===== config.mk =====
export PLATFORM = sky130hd
export DESIGN_NAME = hb_gate_front
export DESIGN_NICKNAME = d
export VERILOG_FILES = /design/src/rtl/hb_gate_pkg.sv /design/src/rtl/hb_sync.sv /design/src/rtl/hb_glitch_filt.sv /design/src/rtl/hb_leg_ctrl.sv /design/src/rtl/hb_gate_front.sv
export SDC_FILE = /design/constraint.sdc
export NUM_CORES = 1
export LEC_CHECK = 0
export ABC_AREA = 1
export CAP_MARGIN = 25
export CELL_PAD_IN_SITES_DETAIL_PLACEMENT = 0
export CELL_PAD_IN_SITES_GLOBAL_PLACEMENT = 1
export CORE_MARGIN = 4
export CORE_UTILIZATION = 30
export DETAILED_ROUTE_END_ITERATION = 10
export PLACE_DENSITY_LB_ADDON = 0.05
export REMOVE_ABC_BUFFERS = 1
export SLEW_MARGIN = 10
export SYNTH_ARGS = -nofsm -noshare
export SYNTH_HDL_FRONTEND = slang
export SYNTH_SLANG_ARGS = --single-unit

===== constraint.sdc =====
create_clock -name clk -period 3 [get_ports clk]
set_clock_uncertainty 0.1 [all_clocks]
set_input_delay 0.6 -clock clk [delete_from_list [all_inputs] [get_ports clk]]
set_output_delay 0.6 -clock clk [all_outputs]
set_load 0.05 [all_outputs]

===== src/rtl/hb_gate_pkg.sv =====
package hb_gate_pkg;

  typedef struct packed {
    logic hs;
    logic ls;
  } leg_pair_t;

  function automatic int max_of(input int a, input int b);
    return (a > b) ? a : b;
  endfunction

endpackage


===== src/rtl/hb_sync.sv =====
module hb_sync #(
  parameter int              WIDTH   = 1,
  parameter int              STAGES  = 2,
  parameter logic [WIDTH-1:0] RST_VAL = '0
) (
  input  logic             clk,
  input  logic             rst_n,
  input  logic [WIDTH-1:0] d,
  output logic [WIDTH-1:0] q
);

  logic [STAGES-1:0][WIDTH-1:0] pipe_q;

  always_ff @(posedge clk or negedge rst_n) begin
    if (!rst_n) begin
      for (int s = 0; s < STAGES; s++) pipe_q[s] <= RST_VAL;
    end else begin
      pipe_q[0] <= d;
      for (int s = 1; s < STAGES; s++) pipe_q[s] <= pipe_q[s-1];
    end
  end

  assign q = pipe_q[STAGES-1];

endmodule


===== src/rtl/hb_glitch_filt.sv =====
module hb_glitch_filt
  import hb_gate_pkg::*;
#(
  parameter int ON_CYC  = 27,
  parameter int OFF_CYC = 22
) (
  input  logic clk,
  input  logic rst_n,
  input  logic req_i,
  output logic req_o
);

  localparam int CW = $clog2(max_of(ON_CYC, OFF_CYC) + 1);

  logic [CW-1:0] run_q;
  logic [CW-1:0] need;
  logic          lvl_q;

  // the window depends on the direction of the pending change
  assign need = lvl_q ? CW'(OFF_CYC - 1) : CW'(ON_CYC - 1);

  always_ff @(posedge clk or negedge rst_n) begin
    if (!rst_n) begin
      lvl_q <= 1'b0;
      run_q <= '0;
    end else if (req_i == lvl_q) begin
      run_q <= '0;
    end else if (run_q >= need) begin
      lvl_q <= req_i;
      run_q <= '0;
    end else begin
      run_q <= run_q + 1'b1;
    end
  end

  assign req_o = lvl_q;

endmodule


===== src/rtl/hb_leg_ctrl.sv =====
module hb_leg_ctrl
  import hb_gate_pkg::*;
#(
  parameter int DEAD_CYC = 38
) (
  input  logic      clk,
  input  logic      rst_n,
  input  logic      kill_i,
  input  leg_pair_t req_i,
  output leg_pair_t gate_o
);

  localparam int GW = $clog2(DEAD_CYC + 1);

  leg_pair_t     gate_q;
  logic [GW-1:0] gap_q;
  logic          last_lo_q;
  logic          gap_ok, solo_hs, solo_ls, hs_d, ls_d;

  assign gap_ok  = (gap_q >= GW'(DEAD_CYC - 1));
  assign solo_hs = req_i.hs & ~req_i.ls & ~kill_i;
  assign solo_ls = req_i.ls & ~req_i.hs & ~kill_i;
  // the dead-time gap applies only when the other side conducted last
  assign hs_d = solo_hs & ~gate_q.ls & (gate_q.hs | ~last_lo_q | gap_ok);
  assign ls_d = solo_ls & ~gate_q.hs & (gate_q.ls |  last_lo_q | gap_ok);

  always_ff @(posedge clk or negedge rst_n) begin
    if (!rst_n) begin
      gate_q    <= '0;
      gap_q     <= GW'(DEAD_CYC);
      last_lo_q <= 1'b0;
    end else begin
      gate_q.hs <= hs_d;
      gate_q.ls <= ls_d;
      if (gate_q.hs | gate_q.ls)      gap_q <= '0;
      else if (gap_q != GW'(DEAD_CYC)) gap_q <= gap_q + 1'b1;
      if (gate_q.ls)      last_lo_q <= 1'b1;
      else if (gate_q.hs) last_lo_q <= 1'b0;
    end
  end

  assign gate_o = gate_q;

endmodule


===== src/rtl/hb_gate_front.sv =====
module hb_gate_front
  import hb_gate_pkg::*;
#(
  parameter int NUM_LEGS    = 3,
  parameter int SYNC_STAGES = 2,
  parameter int LS_FILT_CYC = 27,
  parameter int HS_ON_CYC   = 27,
  parameter int HS_OFF_CYC  = 22,
  parameter int DEAD_CYC    = 38
) (
  input  logic                clk,
  input  logic                rst_n,
  input  logic [NUM_LEGS-1:0] hs_cmd_n,
  input  logic [NUM_LEGS-1:0] ls_cmd_n,
  input  logic                force_off,
  output logic [NUM_LEGS-1:0] hs_gate,
  output logic [NUM_LEGS-1:0] ls_gate
);

  localparam int MAX_FILT   = max_of(LS_FILT_CYC, max_of(HS_ON_CYC, HS_OFF_CYC));
  localparam int SETTLE_CYC = MAX_FILT + SYNC_STAGES + 1;
  localparam int SW         = $clog2(SETTLE_CYC + 1);
  localparam int IN_W       = 2 * NUM_LEGS + 1;

  logic [IN_W-1:0]     raw_in, sync_out;
  logic [NUM_LEGS-1:0] hs_s, ls_s;
  logic                fo_s, kill;
  logic [SW-1:0]       settle_q;
  logic                ready_q;

  assign raw_in = {force_off, ls_cmd_n, hs_cmd_n};

  hb_sync #(
    .WIDTH  (IN_W),
    .STAGES (SYNC_STAGES),
    .RST_VAL({1'b0, {(2 * NUM_LEGS){1'b1}}})
  ) u_sync (
    .clk  (clk),
    .rst_n(rst_n),
    .d    (raw_in),
    .q    (sync_out)
  );

  assign hs_s = sync_out[NUM_LEGS-1:0];
  assign ls_s = sync_out[2*NUM_LEGS-1:NUM_LEGS];
  assign fo_s = sync_out[IN_W-1];

  always_ff @(posedge clk or negedge rst_n) begin
    if (!rst_n) begin
      settle_q <= '0;
      ready_q  <= 1'b0;
    end else if (!ready_q) begin
      settle_q <= settle_q + 1'b1;
      if (settle_q == SW'(SETTLE_CYC - 1)) ready_q <= 1'b1;
    end
  end

  assign kill = fo_s | ~ready_q;

  for (genvar g = 0; g < NUM_LEGS; g++) begin : g_leg
    leg_pair_t req, gate;

    hb_glitch_filt #(
      .ON_CYC (HS_ON_CYC),
      .OFF_CYC(HS_OFF_CYC)
    ) u_hs_flt (
      .clk  (clk),
      .rst_n(rst_n),
      .req_i(~hs_s[g]),
      .req_o(req.hs)
    );

    hb_glitch_filt #(
      .ON_CYC (LS_FILT_CYC),
      .OFF_CYC(LS_FILT_CYC)
    ) u_ls_flt (
      .clk  (clk),
      .rst_n(rst_n),
      .req_i(~ls_s[g]),
      .req_o(req.ls)
    );

    hb_leg_ctrl #(
      .DEAD_CYC(DEAD_CYC)
    ) u_ctl (
      .clk   (clk),
      .rst_n (rst_n),
      .kill_i(kill),
      .req_i (req),
      .gate_o(gate)
    );

    assign hs_gate[g] = gate.hs;
    assign ls_gate[g] = gate.ls;
  end

endmodule


==> impl_metrics.toml, run 1 <==
[status]
status = "complete, no violations"

[power]
swShare_pct = 21.85
p_sw_mw = 0.5219
p_seq_share_pct = 49.5
vdd_drop_max_v = 0.0002159
p_int_mw = 1.867
leakagePower_nw = 2.344
pwr-share-comb_pct = 4.6
power.density_mw_per_mm2 = 506.8
pwr-share-clk_pct = 45.9

[clocking]
ctsLongestPathBuffers = 2
clk_pin_slew_worst_paths_ps = 60
cts_root_buffer = "clkbuf_16"
postCtsSetupBuffers = 0
cts.repair.resized = 0
clock_latency_ps = 340
clock_sinks = 83
cts_buffers = 9
cts_tree = "done"
postCtsHoldBufs = 0
htree_levels = 3

[placed_design]
gp_congestion = 0.7239
place_hpwl_um = 5061
io_buffers = 14

[setup_path]
reg2reg_slack_ps = 1340
critical_path_class = "reg -> out"
arrival_ps = 1600
cp.required_ps = 2300
rr_endpoint = "g_leg[0].u_hs_flt.run_q[3]"
crit_path_cell_trace = "clkdlybuf4s50_1"
setup.worst_path.start = "g_leg[0].u_ctl.gate_o[0]"
max_stage_delay_ps = 840
setup.worst_path.end_class = "output pin"
crit_fanout = 4
crit_end = "ls_gate[0]"
reg2regPathDepth = 7
slowest_stage = "clkdlybuf4s50_1"
r2r_start = "g_leg[0].u_hs_flt.req_o"
start_kind = "register"
crit_buf_inv = 1
cp.depth = 1
crit_family = "buffers and inverters"

[logic_synthesis]
muxShareOfSynthArea_pct = 0
yosysWarnings = 0
seq_area_frac_synth_pct = 52.00
postSynthAreaPerCell_um2 = 9.654
synth_area_mm2 = 0.004045
synthAdderAreaFrac_pct = 10.83
synth_cell_types = 25
synthXorXnorAreaFrac_pct = 6.712
synth_compound_area_share_pct = 5.011
yosys.area_share.simple_pct = 19.80
synthCells = 419
synth_top_family_by_area = "simple AND/OR/NAND/NOR gates"
ys_ff_latch = 83

[final_layout]
n_antenna_cell = 0
fin_nets = 489
multi_input_comb_area_mm2 = 0.001713
area_growth_pct = 16.52
final_core_util_pct = 35.59
drive_above_1_share_pct = 11.33
regArea_mm2 = 0.002103
fillers = 1380

[floorplanning]
rows = 42
start_util_pct = 30.55
die_w_um = 124.1
die_y_um = 124.1
ios = 15
core_region_area_mm2 = 0.01324
die-area_mm2 = 0.01541

[detailed_routing]
ant_nets = 0
post-route-drc-count = 0
wl_um = 7190
drt_iter0_markers = 129
drtPass1Iterations = 4
vias = 2677
vias_per_cell = 4.276
wire_per_inst_um = 11.49

[sta]
fmax_mhz = 435.1
period_needed_ps = 2298
period_share_pct = 76.60
rsz0062_at_grt = "false"
setup_violations = 0
slew_violations = 0
hold_violations = 0
maxSlewHeadroom_pct = 66.98
tightest_slew_ps = 493.8
finalSetupTns_ps = 0

[grt]
grt_pass1_wl_um = 12810
first_global_vias = 2709
antenna_found_initial = 0
grt_max_degree = 53
overflow = 0
grt_usage_pct = 10.83

[job]
cap_violations = 0

[min_path]
min_path_type = "in -> async"
power by group through the flow:
stage | Sequential (mW) | Clock [mW] | Combinational, mW
final | 1.18 | 1.10 | 0.109
after global routing | 1.19 | 1.18 | 0.130
after CTS | 1.18 | 1.15 | 0.114
after detailed placement | 1.20 | 0 | 0.114
after global placement | 1.20 | 0 | 0.113
after floorplan | 1.20 | 0 | 0.0633
through the flow:
| stage | instance area (um^2) | hold WS (ps) | setup slack [ps] | total power [mW] | std cells |
|---|---|---|---|---|---|
| finish | 4713 | 104.3 | 701.9 | 2.389 | 626 |
| global route | 4713 | 128.1 | 647.3 | 2.503 | 626 |
| CTS | 4713 | 114.4 | 674.2 | 2.446 | 626 |
| detailed placement | 4423 | 242.8 | 1053 | 1.316 | 610 |
| global placement | 4423 | 235.9 | 1063 | 1.316 | 610 |
| floorplan | 4045 | 204.4 | 1594 | 1.259 | 419 |
cell families (layout without fill, tap and decap cells):
| logic type | count (synthesis) | after routing |
|---|---|---|
| compound gates | 34 | 34 |
| xor+xnor | 31 | 31 |
| fa+ha+maj | 35 | 35 |
| buf+inv | 61 | 92 |
| flops | 83 | 83 |
| simple gates | 175 | 175 |
layout make-up:
| type | count | area share (%) |
|---|---|---|
| clock buffer | 13 | 5.309 |
| clock inverter | 3 | 0.8495 |
| inverter | 61 | 4.858 |
| multi-input combinational | 275 | 36.34 |
| sequential | 83 | 44.62 |
| tap | 176 | 4.672 |
| timing repair buffer | 15 | 3.345 |
worst register-to-register path: stages, from the launching register on:
cell and delay (ps):
dfrtp_1 460, inv_1 130, ha_1 300, nand2_1 70, nand2_1 40, nand2_1 100
nand4_1 230, nor2_1 150
metal layers:
| layer | vias to the layer above | part of all wire, % | global-route usage (%) | routed length, um |
|---|---|---|---|---|
| met5 | - | 0 | 0 | 0 |
| met3 | 11 | 2.4 | 2.316 | 173 |
| li1 | 1401 | - | - | - |
| met1 | 1244 | 51 | 14.33 | 3662 |
| met2 | 21 | 44 | 16.28 | 3152 |
| met4 | 0 | 2.8 | 6.366 | 202 |
synthesized netlist by cell type, drive strengths merged:
master | number | area (um^2)
o21ai | 22 | 121.4
xor2 | 16 | 140.1
nor3b | 1 | 12.51
xnor2 | 15 | 131.4
a21oi | 4 | 20.02
a31oi | 2 | 12.51
o31ai | 4 | 30.03
nor4 | 1 | 6.260
dfrtp | 62 | 1551
ha | 35 | 437.9
nand3 | 39 | 210.2
nor3 | 9 | 55.05
nand2 | 62 | 232.7
nand4 | 12 | 75.07
dfstp | 21 | 551.8
inv | 61 | 229.0
a21boi | 1 | 11.26
o21bai | 1 | 7.510
nor2 | 51 | 209.0
layout by cell type (no fill, tap or decap), drive strengths merged, types with 15 or more instances in the layout:
master  count
nor2       51
dfrtp      62
ha         35
dfstp      21
xnor2      15
inv        61
nand2      62
nand3      39
xor2       16
o21ai      22
how the worst min path moves through the flow:
stage                                          to  cells after the start  slack [ps]
after floorplan           g_leg[0].u_ctl.gap_q[0]                      0         200
after global placement                u_sync.q[6]                      0         240
after detailed placement              u_sync.q[6]                      0         240
after CTS                 g_leg[0].u_ctl.gap_q[0]                      1         110
after global routing      g_leg[0].u_ctl.gap_q[0]                      1         130
final                     g_leg[0].u_ctl.gap_q[0]                      1         100
state kept, by name (all words and copies together), names as in the netlist:
register and cells:
g_leg.u_ctl.gap_q 18, g_leg.u_hs_flt.run_q 15, g_leg.u_ls_flt.run_q 15, u_sync.pipe_q 7, u_sync.q 7, g_leg.u_ctl.gate_o 6
settle_q 5, g_leg.u_ctl.last_lo_q 3, g_leg.u_hs_flt.req_o 3, g_leg.u_ls_flt.req_o 3, ready_q 1
Note: power is estimated with default switching activity, not from simulation.
==> run 2: changes to the inputs <==
Clock period 3 ns to 2 ns, I/O delays scaled along.
==> run 2 against run 1 <==
Against the previous run: via count is 0.86% higher; critical path type is now reg -> reg; highest routed layer unchanged; setup slack worse by 290 ps; largest cell class unchanged; first-iteration DRC count down 12%; largest power group is now the clock network.
==> impl_metrics.toml, run 2 (synthesis gave the netlist of run 1 again) <==
[status]
status = "complete, no violations"

[floorplanning]
ios = 15
die_w_um = 124.1
die-area_mm2 = 0.01541
rows = 42
die_y_um = 124.1
core_region_area_mm2 = 0.01324
start_util_pct = 30.55

[clocking]
clock_sinks = 83
clk_pin_slew_worst_paths_ps = 60
ctsLongestPathBuffers = 2
htree_levels = 3
cts_tree = "done"
cts.repair.resized = 0
cts_root_buffer = "clkbuf_16"
clock_latency_ps = 340
postCtsSetupBuffers = 0
cts_buffers = 9

[grt]
grt_max_degree = 39
grt_usage_pct = 10.67
antenna_found_initial = 0
grt_pass1_wl_um = 12740
first_global_vias = 2689
overflow = 0

[setup_path]
start_kind = "register"
r2r_start = "g_leg[2].u_hs_flt.req_o"
cpMostUsedCell = "nand2_1"
cp.required_ps = 2160
slowest_stage = "dfrtp_1"
crit_fanout = 6
crit_path_cell_trace = "inv_1, ha_1, nand2_1, nand2_1, nand2_1, nand4_1, nor2_1"
setup.worst_path.end_class = "register"
reg2reg_slack_ps = 410
rr_endpoint = "g_leg[2].u_hs_flt.run_q[1]"
arrival_ps = 1750
critical_path_class = "reg -> reg"
reg2regPathDepth = 7
max_stage_delay_ps = 440

[detailed_routing]
wl_um = 7124
post-route-drc-count = 0
wire_per_inst_um = 11.33
vias_per_cell = 4.293
drtPass1Iterations = 4
vias = 2700
ant_nets = 0
drt_iter0_markers = 114

[final_layout]
n_antenna_cell = 0
largest_reg_flops = 18
multi_input_comb_area_mm2 = 0.001713
fin_nets = 492
final_area_mm2 = 0.004757
final-instance-count-excl-fill = 629
top_register = "g_leg.u_ctl.gap_q"
drive_above_1_share_pct = 13.02
fillers = 1360
final_core_util_pct = 35.92
regArea_mm2 = 0.002103
final_cell_mix = "nand2_1, dfrtp_1, inv_1, nor2_1, nand3_1"
reg_top3 = "g_leg.u_ctl.gap_q: 18 flops, g_leg.u_hs_flt.run_q: 15 flops, g_leg.u_ls_flt.run_q: 15 flops"
area_growth_pct = 17.60

[placed_design]
place_area_mm2 = 0.004423
gp_congestion = 0.7336
io_buffers = 14
place_hpwl_um = 5180
place_inst = 612
pre_cts_ws_ps = 360.6

[min_path]
hold_depth = 0
min_path_type = "reg -> reg"
whs_endpoint = "u_sync.q[6]"
hp-start = "u_sync.pipe_q[6]"

[sta]
fmax_mhz = 628.7
period_needed_ps = 1591
setup_violations = 0
period_share_pct = 79.53
hold_violations = 0
finalSetupTns_ps = 0
maxSlewHeadroom_pct = 73.13
tightest_slew_ps = 399.9
final.setup.worst_slack_ps = 409.4
slew_violations = 0
whs_ps = 246.3
rsz0062_at_grt = "false"

[power]
power_mw = 3.750
power.density_mw_per_mm2 = 788.4
leakagePower_nw = 2.384
vdd_drop_max_v = 0.0003415

[job]
cap_violations = 0
-- run 2: changes by cell type in the layout (fill, tap and decap cells not counted) --
cell             delta
buf_4               +8
clkdlybuf4s50_1     -6
bufinv_16           +1
clkinv_2            -2
dlygate4sd3_1       +1
clkbuf_8            +1
-- run 2: cell type report --
cell class,instances,area share [%]
tap,176,4.629
inverter,61,4.813
multi-input combinational,275,36.01
sequential,83,44.21
clock inverter,2,1.262
timing repair buffer,18,3.524
clock buffer,14,5.550
-- run 2: worst max path at each step --
| stage | start | to | slack (ps) | cells after the start |
|---|---|---|---|---|
| finish | g_leg[2].u_hs_flt.req_o | g_leg[2].u_hs_flt.run_q[1] | 410 | 7 |
| global route | g_leg[2].u_hs_flt.req_o | g_leg[2].u_hs_flt.run_q[4] | 220 | 7 |
| CTS | g_leg[2].u_hs_flt.req_o | g_leg[2].u_hs_flt.run_q[1] | 360 | 7 |
| detailed placement | g_leg[2].u_hs_flt.req_o | g_leg[2].u_hs_flt.run_q[3] | 360 | 7 |
| global placement | g_leg[0].u_hs_flt.req_o | g_leg[0].u_hs_flt.run_q[4] | 400 | 7 |
| floorplan | g_leg[1].u_hs_flt.req_o | g_leg[1].u_hs_flt.run_q[0] | 590 | 7 |
-- run 2: critical path, delay by kind of cell (launching register included) --
family	cells	cell delay (ps)
flops	1	440
simple gates	5	570
fa+ha+maj	1	290
buf+inv	1	110
-- run 2: power breakdown --
group          switching (mW)  internal, mW
Clock                   0.645          1.16
Sequential             0.0403          1.73
Combinational          0.0963        0.0708
Total                   0.781          2.97
-- run 2: what timing repair did --
item                       CTS  global route
setup endpoints to repair    0             0
hold buffers                 1             0
hold endpoints to repair    15             0
-- run 2: routing by layer --
layer  up-vias  GRT usage [%]  share of wire, %
met1      1264          13.80                50
met3        10          2.498               2.8
met5         -              0                 0
li1       1402              -                 -
met4         0          5.544               2.5
met2        24          16.62                45
